$ cat config.mk
export PLATFORM = sky130hd
export DESIGN_NAME = bsx_cache_ctrl
export DESIGN_NICKNAME = d
export VERILOG_FILES = /design/src/rtl/bsx_pkg.sv /design/src/rtl/bsx_slice_lru.sv /design/src/rtl/bsx_rate_mon.sv /design/src/rtl/bsx_cache_ctrl.sv
export SDC_FILE = /design/constraint.sdc
export NUM_CORES = 1
export LEC_CHECK = 0
export CAP_MARGIN = 40
export CORE_UTILIZATION = 45
export DETAILED_ROUTE_END_ITERATION = 10
export PLACE_DENSITY = 0.62
export SLEW_MARGIN = 20
export SYNTH_ARGS = -nofsm -noshare
export SYNTH_HDL_FRONTEND = slang
export SYNTH_SLANG_ARGS = --single-unit
$ cat constraint.sdc
create_clock -name clk -period 23.4 [get_ports clk]
set_clock_uncertainty 0.15 [all_clocks]
set_input_delay 4.68 -clock clk [delete_from_list [all_inputs] [get_ports clk]]
set_output_delay 4.68 -clock clk [all_outputs]
set_load 0.02 [all_outputs]
$ cat src/rtl/bsx_pkg.sv
package bsx_pkg;
   typedef enum logic [0:0] {
      ST_SERVE = 1'b0,
      ST_EVICT = 1'b1
   } bsx_state_e;

   typedef struct packed {
      logic msb_hit;
      logic lsb_req;
      logic lsb_hit;
      logic rate_over;
      logic fetch_msb;
      logic fetch_lsb;
   } bsx_rsp_t;
endpackage

$ cat src/rtl/bsx_slice_lru.sv
// Residency and recency for one slice class. Resident entries hold distinct
// ranks 0..k-1, rank 0 being the most recent; the victim has the highest rank.
module bsx_slice_lru #(
   parameter int N  = 8,
   parameter int IW = $clog2(N)
) (
   input  logic          clk,
   input  logic          rst_n,
   input  logic          touch_en,
   input  logic [IW-1:0] touch_idx,
   input  logic          drop_en,
   input  logic [IW-1:0] drop_idx,
   output logic [N-1:0]  valid_o,
   output logic [IW-1:0] victim_o
);
   localparam int RW = $clog2(N + 1);

   if (N < 2) begin : g_bad_n
      $error("bsx_slice_lru: N must be at least 2");
   end

   logic [RW-1:0] rank_q [N];
   logic [N-1:0]  vld_q;
   logic [RW-1:0] touch_ref;
   logic [RW-1:0] best;
   logic          found;

   assign valid_o   = vld_q;
   // An absent entry counts as older than every resident one.
   assign touch_ref = vld_q[touch_idx] ? rank_q[touch_idx] : RW'(N);

   always_comb begin
      victim_o = '0;
      best     = '0;
      found    = 1'b0;
      for (int i = 0; i < N; i++) begin
         if (vld_q[i] && (!found || rank_q[i] > best)) begin
            found    = 1'b1;
            best     = rank_q[i];
            victim_o = IW'(i);
         end
      end
   end

   always_ff @(posedge clk or negedge rst_n) begin
      if (!rst_n) begin
         vld_q <= '0;
         for (int i = 0; i < N; i++) rank_q[i] <= '0;
      end else if (touch_en) begin
         for (int i = 0; i < N; i++) begin
            if (vld_q[i] && IW'(i) != touch_idx && rank_q[i] < touch_ref)
               rank_q[i] <= rank_q[i] + RW'(1);
         end
         rank_q[touch_idx] <= '0;
         vld_q[touch_idx]  <= 1'b1;
      end else if (drop_en && vld_q[drop_idx]) begin
         for (int i = 0; i < N; i++) begin
            if (vld_q[i] && rank_q[i] > rank_q[drop_idx])
               rank_q[i] <= rank_q[i] - RW'(1);
         end
         vld_q[drop_idx] <= 1'b0;
      end
   end
endmodule

$ cat src/rtl/bsx_rate_mon.sv
// Batch access and miss counters with a division-free rate comparison.
module bsx_rate_mon #(
   parameter int CNT_W = 16
) (
   input  logic       clk,
   input  logic       rst_n,
   input  logic       upd_en,
   input  logic [1:0] acc_add,
   input  logic [1:0] miss_add,
   input  logic       batch_end,
   input  logic [6:0] target_pct,
   output logic       over_o
);
   localparam int PW = CNT_W + 7;

   if (CNT_W < 4) begin : g_bad_cnt
      $error("bsx_rate_mon: CNT_W must be at least 4");
   end

   logic [CNT_W-1:0] acc_q, miss_q, acc_nx, miss_nx;

   assign acc_nx  = acc_q + CNT_W'(acc_add);
   assign miss_nx = miss_q + CNT_W'(miss_add);
   assign over_o  = upd_en && batch_end &&
                    (PW'(miss_nx) * PW'(100) > PW'(target_pct) * PW'(acc_nx));

   always_ff @(posedge clk or negedge rst_n) begin
      if (!rst_n) begin
         acc_q  <= '0;
         miss_q <= '0;
      end else if (upd_en) begin
         acc_q  <= batch_end ? '0 : acc_nx;
         miss_q <= batch_end ? '0 : miss_nx;
      end
   end
endmodule

$ cat src/rtl/bsx_cache_ctrl.sv
module bsx_cache_ctrl
   import bsx_pkg::*;
#(
   parameter int N_EXP   = 8,
   parameter int SCORE_W = 8,
   parameter int CAP     = 12,
   parameter int CNT_W   = 16,
   localparam int IW     = $clog2(N_EXP)
) (
   input  logic               clk,
   input  logic               rst_n,
   input  logic               req_valid,
   output logic               req_ready,
   input  logic [IW-1:0]      req_id,
   input  logic [SCORE_W-1:0] req_score,
   input  logic               req_eob,
   input  logic [SCORE_W-1:0] lsb_thresh,
   input  logic [6:0]         target_pct,
   output logic               rsp_valid,
   output logic [IW-1:0]      rsp_id,
   output logic               rsp_msb_hit,
   output logic               rsp_lsb_req,
   output logic               rsp_lsb_hit,
   output logic               rsp_rate_over,
   output logic               fetch_msb,
   output logic               fetch_lsb,
   output logic               ev_valid,
   output logic [IW-1:0]      ev_id,
   output logic               ev_lsb
);
   localparam int OW = $clog2(2 * N_EXP + 1);

   if (N_EXP < 2) begin : g_bad_nexp
      $error("bsx_cache_ctrl: N_EXP must be at least 2");
   end
   if (CAP < 2 || CAP > 2 * N_EXP) begin : g_bad_cap
      $error("bsx_cache_ctrl: CAP must lie in 2..2*N_EXP");
   end
   if (SCORE_W < 1) begin : g_bad_score
      $error("bsx_cache_ctrl: SCORE_W must be positive");
   end

   bsx_state_e    state_q;
   logic          shed_q;
   bsx_rsp_t      rsp_q;
   logic [N_EXP-1:0] msb_vld, lsb_vld;
   logic [IW-1:0] msb_vic, lsb_vic;
   logic          accept, m_hit, l_req, l_hit, rate_over;
   logic          any_lsb, need, fire, msb_drop, lsb_drop;
   logic [OW-1:0] occ_now, occ_acc;

   assign req_ready = (state_q == ST_SERVE);
   assign accept    = req_valid && req_ready;
   assign m_hit     = msb_vld[req_id];
   assign l_req     = req_score > lsb_thresh;
   assign l_hit     = l_req && lsb_vld[req_id];

   assign occ_now = OW'($countones(msb_vld)) + OW'($countones(lsb_vld));
   assign occ_acc = occ_now + OW'(!m_hit) + OW'(l_req && !l_hit);

   assign any_lsb  = |lsb_vld;
   assign need     = (occ_now > OW'(CAP)) || (shed_q && any_lsb);
   assign fire     = (state_q == ST_EVICT) && need;
   assign msb_drop = fire && !any_lsb;
   assign lsb_drop = fire && (any_lsb || lsb_vld[msb_vic]);

   bsx_slice_lru #(.N(N_EXP), .IW(IW)) u_msb_lru (
      .clk       (clk),
      .rst_n     (rst_n),
      .touch_en  (accept),
      .touch_idx (req_id),
      .drop_en   (msb_drop),
      .drop_idx  (msb_vic),
      .valid_o   (msb_vld),
      .victim_o  (msb_vic)
   );

   bsx_slice_lru #(.N(N_EXP), .IW(IW)) u_lsb_lru (
      .clk       (clk),
      .rst_n     (rst_n),
      .touch_en  (accept && l_req),
      .touch_idx (req_id),
      .drop_en   (lsb_drop),
      .drop_idx  (any_lsb ? lsb_vic : msb_vic),
      .valid_o   (lsb_vld),
      .victim_o  (lsb_vic)
   );

   bsx_rate_mon #(.CNT_W(CNT_W)) u_rate (
      .clk        (clk),
      .rst_n      (rst_n),
      .upd_en     (accept),
      .acc_add    (2'd1 + {1'b0, l_req}),
      .miss_add   ({1'b0, !m_hit} + {1'b0, l_req && !l_hit}),
      .batch_end  (req_eob),
      .target_pct (target_pct),
      .over_o     (rate_over)
   );

   always_ff @(posedge clk or negedge rst_n) begin
      if (!rst_n) begin
         state_q   <= ST_SERVE;
         shed_q    <= 1'b0;
         rsp_valid <= 1'b0;
         rsp_id    <= '0;
         rsp_q     <= '0;
         ev_valid  <= 1'b0;
         ev_id     <= '0;
         ev_lsb    <= 1'b0;
      end else begin
         rsp_valid <= accept;
         if (accept) begin
            rsp_id          <= req_id;
            rsp_q.msb_hit   <= m_hit;
            rsp_q.lsb_req   <= l_req;
            rsp_q.lsb_hit   <= l_hit;
            rsp_q.rate_over <= rate_over;
            rsp_q.fetch_msb <= !m_hit;
            rsp_q.fetch_lsb <= l_req && !l_hit;
         end
         ev_valid <= fire;
         if (fire) begin
            ev_id  <= any_lsb ? lsb_vic : msb_vic;
            ev_lsb <= any_lsb;
         end
         case (state_q)
            ST_SERVE: if (accept && (occ_acc > OW'(CAP) || rate_over)) begin
               state_q <= ST_EVICT;
               shed_q  <= rate_over;
            end
            default: if (!need) begin
               state_q <= ST_SERVE;
               shed_q  <= 1'b0;
            end
         endcase
      end
   end

   assign rsp_msb_hit   = rsp_q.msb_hit;
   assign rsp_lsb_req   = rsp_q.lsb_req;
   assign rsp_lsb_hit   = rsp_q.lsb_hit;
   assign rsp_rate_over = rsp_q.rate_over;
   assign fetch_msb     = rsp_q.fetch_msb;
   assign fetch_lsb     = rsp_q.fetch_lsb;
endmodule

# Word level (Yosys, flattened, before mapping)
# Cells that the tools add are included.
# word_totals
register_bits	129
input_bits	30
output_inout_bits	16
elab_cells	459
# op_classes
add_sub_neg	53
mul	2
n_lt_le_gt_ge	60
eq_ne	8
mux	139
n_bitwise	13
reduce_logical	151
# op_table
cell	n
4-bit 2-to-1 mux	73
32-bit 2-to-1 mux	4
4-bit greater-than comparator	30
1-bit logical AND	79
4-bit by 1-bit adder with 4-bit output, second input constant	16
32-bit bitwise AND	2
4-bit less-than comparator	16
4-bit by 1-bit subtractor with 4-bit output, second input constant	16
4-bit binary-select mux with 3-bit select	4
2-bit nonzero test	19
2-bit AND reduction	17
16-bit by 2-bit adder with 16-bit output	2
16-bit 2-to-1 mux	2
8-bit 2-to-1 mux	4
32-bit NOT	1
1-bit 2-to-1 mux	30
3-bit 2-to-1 mux	9
23-bit greater-than comparator	1
7-bit by 16-bit multiplier with 23-bit output	1
16-bit by 5-bit multiplier with 21-bit output, second input constant	1
1-bit by 1-bit adder with 2-bit output	9
1-bit zero test	17
1-bit logical OR	17
8-bit bitwise AND	2
25 further kinds	54

# Depth between registers and ports, before layout
# Gate-level depths: netlist (run 1).
# logic_depth
ltp_word	39
mapped_depth	64
mapped_depth_nobuf	59

# Hierarchy
# Synthesis (run 1) repeated with hierarchy kept, for this count alone.
# hier_totals
hier_cells	2548
hier_area_um2	21538.2
# modules_own_cells
module	instances	cells_per_inst	area_each_um2	seq_area_each_um2
bsx_rate_mon	1	888	7639.8	800.8
bsx_slice_lru (u_lsb_lru)	1	760	6259.8	1001.0
bsx_slice_lru (u_msb_lru)	1	733	6013.3	1001.0
bsx_cache_ctrl	1	167	1625.3	425.4

# Least setup slack after synthesis (run 1)
# OpenSTA, ideal clock, no wires.
# synth_path
path_kind	in2reg
from	input lsb_thresh[1]
to	register shed_q
setup_time_ps	126
arrival_time_ps	12421
required_ps	23124
setup_slack_ps	10703
cell_stages	38
n_path_buf	1
path_cell_list	inv_1 ha_1 nor2b_1 o21a_1 o21ai_0 a21oi_1 nor2_1 nor2_1 inv_1 ha_1 inv_1 ha_1 and3_1 and3_1 and3_1 clkbuf_1 xor2_1 nand2_1 (+2 left out) fa_1 fa_1 fa_1 ha_1 a21o_1 a211oi_1 a2bb2oi_1 o21ai_0 o41ai_1 o211ai_1 a21oi_1 xor2_1 ha_1 nand4_1 or4_1 nor3_1 a2111o_1 o22ai_1
# synth_between
elab_chain_len	13
word_cells_on_any_way	20
classes_between	5 x add/sub; 2 x mul; 3 x order compare; 2 x mux; 8 x reduce/logical
# synth_lines
element	line_no	text
from (decl)	bsx_cache_ctrl.sv:17	input logic [SCORE_W-1:0] lsb_thresh,
8-bit greater-than comparator *	bsx_cache_ctrl.sv:55	assign l_req = req_score > lsb_thresh;
1-bit logical AND	bsx_cache_ctrl.sv:56	assign l_hit = l_req && lsb_vld[req_id];
1-bit zero test	bsx_cache_ctrl.sv:59, bsx_cache_ctrl.sv:94	
1-bit logical AND	bsx_cache_ctrl.sv:59, bsx_cache_ctrl.sv:94	
1-bit by 1-bit adder with 2-bit output	bsx_cache_ctrl.sv:94	.miss_add ({1'b0, !m_hit} + {1'b0, l_req && !l_hit}),
16-bit by 2-bit adder with 16-bit output	bsx_rate_mon.sv:23	assign miss_nx = miss_q + CNT_W'(miss_add);
16-bit by 5-bit multiplier with 21-bit output	bsx_rate_mon.sv:25	(PW'(miss_nx) * PW'(100) > PW'(target_pct) * PW'(acc_nx));
23-bit greater-than comparator	bsx_rate_mon.sv:25	
1-bit logical AND	bsx_rate_mon.sv:24	assign over_o = upd_en && batch_end &&
1-bit logical OR	bsx_cache_ctrl.sv:127	ST_SERVE: if (accept && (occ_acc > OW'(CAP) || rate_over)) begin
1-bit logical AND	bsx_cache_ctrl.sv:127	
2-bit nonzero test (no line)	--	
2-bit AND reduction (no line)	--	
to (signal assigned)	bsx_cache_ctrl.sv:129	shed_q <= rate_over;
to (decl)	bsx_cache_ctrl.sv:44	logic shed_q;
# Mark *: on every way between the ends. The rest lies on a longest branch, timed or not. The select of a mux whose other input is x is not followed.
# A chain may end at the register's enable or synchronous reset.

# Worst setup path after layout (run 1)
# layout_path
from	register u_lsb_lru.rank_q[29] (netlist name)
to	register u_lsb_lru.rank_q[23] (netlist name)
# layout_between
elab_chain_len	38
word_cells_on_any_way	70
classes_between	9 x order compare; 33 x mux; 2 x bitwise; 26 x reduce/logical
# layout_lines
element	line_no	text
from (decl)	bsx_slice_lru.sv:22	logic [RW-1:0] rank_q [N];
from (signal, indexed assignment)	bsx_slice_lru.sv:52	rank_q[i] <= rank_q[i] + RW'(1);
from (signal, indexed assignment)	bsx_slice_lru.sv:59	rank_q[i] <= rank_q[i] - RW'(1);
4-bit 2-to-1 mux	bsx_slice_lru.sv:37	if (vld_q[i] && (!found || rank_q[i] > best)) begin
4-bit greater-than comparator	bsx_slice_lru.sv:37	
1-bit logical OR	bsx_slice_lru.sv:37	
1-bit logical AND	bsx_slice_lru.sv:37	
4-bit 2-to-1 mux or 1-bit 2-to-1 mux (tied branches)	bsx_slice_lru.sv:37	
4-bit greater-than comparator or 1-bit zero test (tied branches)	bsx_slice_lru.sv:37	
1-bit logical OR	bsx_slice_lru.sv:37	
1-bit logical AND	bsx_slice_lru.sv:37	
(+21 left out)	--	
3-bit 2-to-1 mux	bsx_cache_ctrl.sv:84	.drop_idx (any_lsb ? lsb_vic : msb_vic),
3-bit NOT with 4-bit output (implied by the code)	bsx_slice_lru.sv:58	if (vld_q[i] && rank_q[i] > rank_q[drop_idx])
4-bit binary-select mux with 3-bit select	bsx_slice_lru.sv:58	
4-bit 2-to-1 mux (implied by the code) (2 in series)	bsx_slice_lru.sv:58	
4-bit greater-than comparator	bsx_slice_lru.sv:58	
1-bit logical AND	bsx_slice_lru.sv:58	
2-bit nonzero test (no line)	--	
2-bit AND reduction (no line)	--	
# Parallel ways exist; a longest one is shown, timed or not. The select of a mux whose other input is x is not followed.

==> impl_metrics.yaml, run 1 <==
clock_tree:
  clkSlewWorstSetupHoldPaths_ps: 70
  clock_latency_ps: 460
  postCtsResizedCells: 0
  root_buffer: "clkbuf_16"
  cts_tree: "yes"
  cts_inserted_buffers: 17
  cts_buffer_depth: 2
  cts_hold_repair.buffers: 0
  cts_num_sinks: 129
  cts-htree-levels: 4
  post-cts-setup-buffer-count: 0
sta:
  report.final.hold_viol_count: 0
  finalCriticalPeriod_ps: 14100
  totalNegativeSetupSlack_ps: 0
  maxSlewViolCount: 0
  timing.slew.headroom_pct: 35.92
  achievable_freq_mhz: 70.94
  finalSetupViolCount: 0
  worst-slew-pin-transition_ps: 961.1
  min_period_over_period_pct: 60.24
  unrepaired_setup_endpoints_after_global_routing: "no"
synthesis:
  synth.most_common_cell: "ha_1"
  yosys_register_bits: 129
  netlist_instances: 2389
  synth.lib_cells_used.distinct: 104
  synth_top_cells_by_area: "ha_1, dfrtp_1, fa_1"
  yosys_warnings: 0
  synth.avg_cell_area_um2: 8.390
  asyncSetResetFlopFracSynth_pct: 100.0
  synth-edff-count: 0
  synth_top_cells_by_count: "ha_1, inv_1, nand2_1, dfrtp_1, nor2_1"
  synth.yosys.seq_area_share_pct: 16.10
  ys.flop_type: "dfrtp_1"
  syn-num-nets: 2844
  syn_area_um2: 20040
  yosysTopAreaCell: "ha_1"
  top_cell_type_s_share_of_synthesized_area_pct: 20.79
detailed_routing:
  final_antenna_net_count: 0
  routed_wirelength_um: 61480
  routed_via_density: 6.167
  total_via_count_after_detailed_routing: 18530
  dr.pass1.iters: 7
  detail_route.wl_per_cell_um: 20.47
  drt_drc_violations_left: 0
  initialDrtViolationCount: 1751
die:
  floorplan.die_area_um2: 45390
  pin_count: 46
  die_h_um: 213.1
  fp.coreArea_um2: 43460
  floorplan.die.width_um: 213.1
  num_rows: 76
  start_util_pct: 46.12
finish:
  sequential_cell_area_um2: 3228
  drive_above_1_share_pct: 6.532
  fillCellCount: 4220
  area_growth_pct: 8.521
  diodes: 0
  design.final.nets: 2861
  multi_input_area_um2: 15530
worst_setup_path:
  worst_path_largest_cell_delay_ps: 680
  path_common_cell: "ha_1"
  critPathLaunchType: "flip-flop"
  cp_max_fo: 13
  crit_path_top_delay_cell: "o2bb2ai_1"
  required_ps: 23570
  timing_worst_setup_path_type: "reg2reg"
  cp.arrival_ps: 14270
  timing.critical_path.to_type: "flip-flop"
global_routing:
  groute.usage.overall_pct: 27.95
  grt_start_max_net_pins: 71
  met1_usage_pct: 38.00
  grt_pass1_vias: 18060
  grt-busiest-layer: "met2"
  antenna_found_initial: 0
  global_route.overflow_total: 0
  met3_usage_pct: 3.148
  met2_demand_to_capacity_share_in_global_routing_pct: 45.00
  grt_first_pass_wirelength_um: 98990
min_path:
  holdCritPathClass: "reg2reg"
place:
  gp_congestion: 0.9613
  detailed_place_hpwl_um: 46500
  port-buffer-count: 45
job:
  number_of_violations_of_the_max_capacitance_limit: 0
status:
  result_of_the_run: "complete, no violations"
-- area by class of cell --
type | count | area share [%]
inverter | 254 | 4.383
clock inverter | 15 | 0.7478
timing repair buffer | 78 | 3.325
multi-input combinational | 1926 | 71.38
tap | 585 | 3.365
clock buffer | 17 | 1.956
sequential | 129 | 14.84
-- cells in the final DEF (no fill, tap or decap), types with 33 or more instances in the layout --
master           instances
a31oi_1                 33
nor3_1                  65
o211ai_1                33
nor2b_1                 38
nand2_1                244
a21oi_1                123
nor2_1                 129
mux2i_1                 47
nand4_1                 49
nand3_1                 84
ha_1                   333
clkdlybuf4s50_1         42
o21a_1                  34
fa_1                    92
inv_1                  249
dfrtp_1                129
xnor2_1                 33
o21ai_0                114
-- cell families (layout without fill, tap and decap cells) --
family / after synthesis / count (layout) / share of synthesized area [%]
and+or+nand+nor: 766 / 766 / 18.77
AOI/OAI and AO/OA: 589 / 589 / 20.36
adders and majority gates: 425 / 425 / 29.98
buffers and inverters: 334 / 364 / 6.554
DFF: 129 / 129 / 16.10
muxes: 85 / 85 / 5.568
xor gates and xnor gates: 61 / 61 / 2.665
-- through the flow --
step	worst slack (ps)	area, um2	utilization, %	hold slack, ps	instances
after global routing	8210	21750	50.05	361.7	3004
final	9304	21750	50.05	335.6	3004
after global placement	9299	21050	48.43	320.4	2961
after detailed placement	9156	21150	48.66	320.5	2969
after CTS	9422	21730	50.01	334.7	3001
after floorplan	10700	20040	-	309.0	2389
-- registers in the layout, summed over array words and instances (netlist names), 3 cells and up --
signal             flops
u_rate.acc_q          16
u_rate.miss_q         16
ev_id                  3
u_msb_lru.rank_q      32
u_lsb_lru.valid_o      8
rsp_id                 3
u_lsb_lru.rank_q      32
u_msb_lru.valid_o      8
-- metal layers --
metal,part of all wire [%],routed length (um)
met2,46,27980
met4,3.6,2192
met5,0,0
met3,6.6,4081
met1,44,27220
-- worst max-delay path, delay by kind of cell (launching register included) --
family | cells | cell delay [ps]
and+or+nand+nor | 14 | 3370
AOI/OAI and AO/OA | 27 | 6000
buffers and inverters | 2 | 150
DFF | 1 | 590
adders and majority gates | 8 | 2620
muxes | 3 | 1040
-- worst paths after layout --
kind                                            from              endpoint  slack [ps]  cells after the start
max in group asynchronous                      rst_n     u_rate.miss_q[14]       18120                      2
worst min-delay path                        ev_id[1]              ev_id[1]         340                      2
worst max-delay path            u_lsb_lru.rank_q[29]  u_lsb_lru.rank_q[23]        9300                     54
worst min register to register              ev_id[1]              ev_id[1]         340                      2
min in group asynchronous                      rst_n  u_lsb_lru.rank_q[12]        3970                      1
worst max register to register  u_lsb_lru.rank_q[29]  u_lsb_lru.rank_q[23]        9300                     54
Power of run 1 is left out: the tool's default activity adds up to more than one toggle a clock period on the data nets, which glitch-free logic cannot reach.
==> run 2, diff against run 1 <==
--- a/config.mk
+++ b/config.mk
@@ -8,7 +8,7 @@
 export CAP_MARGIN = 40
 export CORE_UTILIZATION = 45
 export DETAILED_ROUTE_END_ITERATION = 10
-export PLACE_DENSITY = 0.62
+export PLACE_DENSITY = 0.64
 export SLEW_MARGIN = 20
 export SYNTH_ARGS = -nofsm -noshare
 export SYNTH_HDL_FRONTEND = slang
==> constraint.sdc (replaced) <==
create_clock -name clk -period 11.9 [get_ports clk]
set_clock_uncertainty 0.15 [all_clocks]
set_input_delay 2.38 -clock clk [delete_from_list [all_inputs] [get_ports clk]]
set_output_delay 2.38 -clock clk [all_outputs]
set_load 0.02 [all_outputs]
==> run 2 against run 1 <==
Wire length up 7.8%. Utilization up 6.5 points. Sequential share of layout area down 1.7 points. First-iteration DRC count down 16%. Register-to-register slack worse by 9200 ps. Critical path depth up 9. Critical path type unchanged. Cell count up 6.7%.
==> impl_metrics.yaml, run 2 (synthesis results as in run 1) <==
global_routing:
  grt_pass1_vias: 18930
  groute.usage.overall_pct: 28.62
  global_route.overflow_total: 0
  grt_start_max_net_pins: 64
  grt_first_pass_wirelength_um: 101700
  antenna_found_initial: 0
worst_setup_path:
  worst_path_largest_cell_delay_ps: 420
  required_ps: 12070
  cp.arrival_ps: 11930
  crit_path_top_delay_cell: "dfrtp_1"
  critPathLaunchType: "flip-flop"
  timing.critical_path.to_type: "flip-flop"
  cp_max_fo: 7
  timing_worst_setup_path_type: "reg2reg"
sta:
  unrepaired_setup_endpoints_after_global_routing: "yes"
  report.final.hold_viol_count: 0
  maxSlewViolCount: 0
  worst-slew-pin-transition_ps: 881.1
  totalNegativeSetupSlack_ps: 0
  timing.slew.headroom_pct: 41.26
  finalSetupViolCount: 0
  min_period_over_period_pct: 98.87
  finalCriticalPeriod_ps: 11770
  achievable_freq_mhz: 84.99
clock_tree:
  root_buffer: "clkbuf_16"
  cts_hold_repair.buffers: 0
  cts_inserted_buffers: 17
  clock_latency_ps: 460
  cts_num_sinks: 129
  cts_buffer_depth: 2
  clkSlewWorstSetupHoldPaths_ps: 70
  cts_tree: "yes"
  cts-htree-levels: 4
detailed_routing:
  detail_route.wl_per_cell_um: 20.69
  total_via_count_after_detailed_routing: 19780
  initialDrtViolationCount: 1464
  dr.pass1.iters: 6
  routed_via_density: 6.173
  final_antenna_net_count: 0
  drt_drc_violations_left: 0
  routed_wirelength_um: 66280
finish:
  diodes: 0
  layout.cells.most_common_list: "ha_1, inv_1, nand2_1"
  design.final.nets: 3061
  final_util_pct: 56.59
  area_growth_pct: 22.69
  instances_no_fill: 3204
  postLayoutCellArea_um2: 24590
  drive_above_1_share_pct: 19.93
  top_regs: "u_lsb_lru.rank_q: 32 flops, u_msb_lru.rank_q: 32 flops"
  final_common_cell: "ha_1"
die:
  num_rows: 76
  floorplan.die_area_um2: 45390
  pin_count: 46
  floorplan.die.width_um: 213.1
  die_h_um: 213.1
  fp.coreArea_um2: 43460
  start_util_pct: 46.12
place:
  detailed_place_hpwl_um: 48410
  place_area_um2: 22000
  dpl.cell_count: 3087
  gp_congestion: 0.9651
  port-buffer-count: 45
job:
  number_of_violations_of_the_max_capacitance_limit: 0
status:
  result_of_the_run: "complete, no violations"
min_path:
  holdCritPathClass: "reg2reg"
-- run 2: final cells by class --
type / instances / area (um2)
clock buffer: 17 / 425.4
multi-input combinational: 1927 / 16850
inverter: 254 / 955.9
clock inverter: 15 / 136.4
tap: 585 / 732.0
sequential: 129 / 3229
fill: 3906 / 18860
timing repair buffer: 277 / 2265
-- run 2: final timing paths --
| kind | start | end | slack [ps] | cells after the start |
|---|---|---|---|---|
| max in group asynchronous | rst_n | u_lsb_lru.valid_o[0] | 8660 | 3 |
| setup reg to reg | u_msb_lru.valid_o[0] | u_lsb_lru.rank_q[23] | 130 | 63 |
| setup / recovery | u_msb_lru.valid_o[0] | u_lsb_lru.rank_q[23] | 130 | 63 |
| hold / removal | rsp_id[2] | rsp_id[2] | 330 | 2 |
| hold reg to reg | rsp_id[2] | rsp_id[2] | 330 | 2 |
| min in group asynchronous | rst_n | u_rate.acc_q[7] | 1760 | 1 |
-- run 2: per-layer routing --
metal | GRT usage [%] | part of all wire, %
met4 | 12.75 | 4.4
met2 | 48.25 | 47
met1 | 36.77 | 42
met5 | 0 | 0
met3 | 3.177 | 6.4
-- run 2: worst max-delay path: cells and delay by family (launching register included) --
kind | cells | cell delay, ps
mux | 3 | 770
compound gates | 29 | 4810
flops | 1 | 420
simple gates | 13 | 1950
fa+ha+maj | 8 | 2060
buf+inv | 10 | 1440
-- run 2: repair_timing --
item                                    4_1_cts  5_1_grt
resized for setup                            31      237
endpoints found under the setup margin       63       67
cloned                                        0        2
pin swaps                                    11       99
hold endpoints to repair                      0        0
buffers inserted                             16       65
-- run 2: through the flow --
step	hold slack [ps]	setup slack [ps]
after floorplan	309.0	43.01
after global placement	313.1	-103.9
after detailed placement	316.8	-580.8
after CTS	333.5	2.194
after global routing	347.8	-358.7
final	330.5	134.0
Power of run 2 is left out for the same reason.
==> run 3, diff against run 2 <==
--- a/config.mk
+++ b/config.mk
@@ -5,11 +5,12 @@
 export SDC_FILE = /design/constraint.sdc
 export NUM_CORES = 1
 export LEC_CHECK = 0
-export CAP_MARGIN = 40
+export CAP_MARGIN = 20
 export CORE_UTILIZATION = 45
 export DETAILED_ROUTE_END_ITERATION = 10
 export PLACE_DENSITY = 0.64
 export SLEW_MARGIN = 20
 export SYNTH_ARGS = -nofsm -noshare
 export SYNTH_HDL_FRONTEND = slang
+export SYNTH_HIERARCHICAL = 1
 export SYNTH_SLANG_ARGS = --single-unit
==> run 3 against run 2 <==
The run now ends with design-rule violations left. Via count grew 5.1%. Synthesized cell count grew 6.7%. Non-clock buffer count shrank 3. Register-to-register slack lost 50 ps. Clock-buffer cell count is the same. Largest cell class unchanged.
==> impl_metrics.yaml, run 3 <==
status:
  result_of_the_run: "finished with violations"
  failed_checks: "design-rule violations"
clock_tree:
  cts_buffer_depth: 2
  clkSlewWorstSetupHoldPaths_ps: 70
  cts_hold_repair.buffers: 0
  cts_inserted_buffers: 17
  cts_num_sinks: 129
  root_buffer: "clkbuf_16"
  clock_latency_ps: 490
  cts-htree-levels: 4
  cts_tree: "yes"
worst_setup_path:
  critPathLaunchType: "flip-flop"
  timing_worst_setup_path_type: "reg2reg"
  crit_path_start: "u_msb_lru/valid_o[0]"
  crit_path_top_delay_cell: "dfrtp_2"
  path_common_cell: "o21a_1"
  required_ps: 12140
  cp_max_fo: 7
  worstReg2RegStart: "u_msb_lru/valid_o[0]"
  timing.critical_path.to_type: "flip-flop"
  worst_path_largest_cell_delay_ps: 470
  cp.arrival_ps: 12060
die:
  floorplan.die.width_um: 220.8
  num_rows: 79
  die_h_um: 220.8
  start_util_pct: 45.97
  pin_count: 46
  floorplan.die_area_um2: 48740
  fp.coreArea_um2: 46850
sta:
  hold_ws_ps: 335.0
  unrepaired_setup_endpoints_after_global_routing: "yes"
  timing.slew.headroom_pct: 36.93
  report.final.hold_viol_count: 0
  finalSetupViolCount: 0
  layout_setup_ws_ps: 84.73
  achievable_freq_mhz: 84.64
  maxSlewViolCount: 0
  min_period_over_period_pct: 99.29
  worst-slew-pin-transition_ps: 939.2
  finalCriticalPeriod_ps: 11820
synthesis:
  syn_area_um2: 21540
  top_cell_type_s_share_of_synthesized_area_pct: 19.40
  asyncSetResetFlopFracSynth_pct: 100.0
  synth.lib_cells_used.distinct: 104
  netlist_instances: 2548
  ys.flop_type: "dfrtp_1"
  synth-edff-count: 0
  yosysTopAreaCell: "ha_1"
  synth.avg_cell_area_um2: 8.453
  synth_top_cells_by_count: "ha_1, inv_1, nand2_1, dfrtp_1, nor2b_1"
  synth_top_cells_by_area: "ha_1, dfrtp_1, fa_1"
  synth.yosys.seq_area_share_pct: 14.99
  syn-num-nets: 3005
  synth.most_common_cell: "ha_1"
  yosys_warnings: 6
  yosys_register_bits: 129
place:
  dpl.cell_count: 3264
  port-buffer-count: 45
  gp_congestion: 0.9475
  detailed_place_hpwl_um: 49070
  place_ws_ps: -429.8
detailed_routing:
  routed_wirelength_um: 67900
  drt_drc_violations_left: 1
  total_via_count_after_detailed_routing: 20780
  final_antenna_net_count: 0
  dr.pass1.iters: 10
  detail_route.wl_per_cell_um: 20.19
  routed_via_density: 6.176
  initialDrtViolationCount: 1509
global_routing:
  grt_start_max_net_pins: 70
  antenna_found_initial: 2
  grt_first_pass_wirelength_um: 105100
  groute.usage.overall_pct: 27.34
  grt_pass1_vias: 20210
  global_route.overflow_total: 0
finish:
  top_regs: "u_lsb_lru/rank_q: 32 flops, u_msb_lru/rank_q: 32 flops"
  layout.cells.most_common_list: "ha_1, inv_1, buf_4"
  drive_above_1_share_pct: 20.96
  final_util_pct: 56.26
  instances_no_fill: 3364
  final_common_cell: "ha_1"
  design.final.nets: 3201
  fillCellCount: 4178
  area_growth_pct: 22.38
  diodes: 0
min_path:
  holdCritPathClass: "reg2reg"
  holdCritStartpoint: "rsp_rate_over"
job:
  number_of_violations_of_the_max_capacitance_limit: 0
-- run 3: cell count changes after synthesis, moves of 25 or more --
cell,before,now
nand3_1,84,59
o22ai_1,20,45
nor2b_1,39,121
nand2_1,245,194
inv_1,250,282
-- run 3: worst max-delay path, delay by kind of cell (launching register included) --
kind,cells,cell delay [ps]
mux,7,2070
fa+ha+maj,8,2230
buf+inv,6,830
simple gates,11,1460
flops,1,470
compound gates,26,4470
-- run 3: worst paths after layout --
kind                       depth (start not counted)  slack, ps                   end
max                                               58         80  u_lsb_lru/rank_q[13]
min                                                2        340         rsp_rate_over
max reg2reg                                       58         80  u_lsb_lru/rank_q[13]
min reg2reg                                        2        340         rsp_rate_over
max in group asynchronous                          2       8640             rsp_valid
min in group asynchronous                          1       1760  u_lsb_lru/rank_q[27]
-- run 3: cells by family after synthesis --
kind of cell	count (synthesis)	synth area share, %
xor+xnor	76	3.091
simple gates	794	19.62
fa+ha+maj	427	28.05
compound gates	624	20.13
mux	115	7.262
flops	129	14.99
buf+inv	383	6.861
-- run 3: layer usage --
| layer | share of wire [%] | global-route usage (%) | vias up |
|---|---|---|---|
| li1 | - | - | 9679 |
| met4 | 3.6 | 11.14 | 4 |
| met2 | 46 | 44.53 | 768 |
| met1 | 43 | 35.55 | 10150 |
| met3 | 6.6 | 5.031 | 177 |
| met5 | 0.022 | 0 | - |
-- run 3: layout make-up --
cell class / instances / area (um2) / area share (%)
repair buffers: 274 / 2386 / 9.052
flip-flops and latches: 129 / 3229 / 12.25
clock inverters: 15 / 162.7 / 0.6171
clock buffers: 17 / 425.4 / 1.614
inverters: 283 / 1066 / 4.044
well taps: 607 / 759.5 / 2.881
multi-input cells: 2039 / 18330 / 69.54
-- run 3: per-stage QoR --
stage | TNS [ps] | area (um2)
6_report | 0 | 26360
5_1_grt | -21620 | 26360
4_1_cts | 0 | 24550
3_5_place_dp | -9946 | 23790
3_3_place_gp | 0 | 23790
2_1_floorplan | -4.401 | 21760
-- run 3: timing repair --
item / in CTS / in global routing
cloned: 3 / 1
pin swaps: 8 / 111
buffers inserted: 9 / 56
endpoints found under the setup margin: 63 / 72
resized for setup: 17 / 278
endpoints found under the hold margin: 0 / 0
Power of run 3 is left out for the same reason.
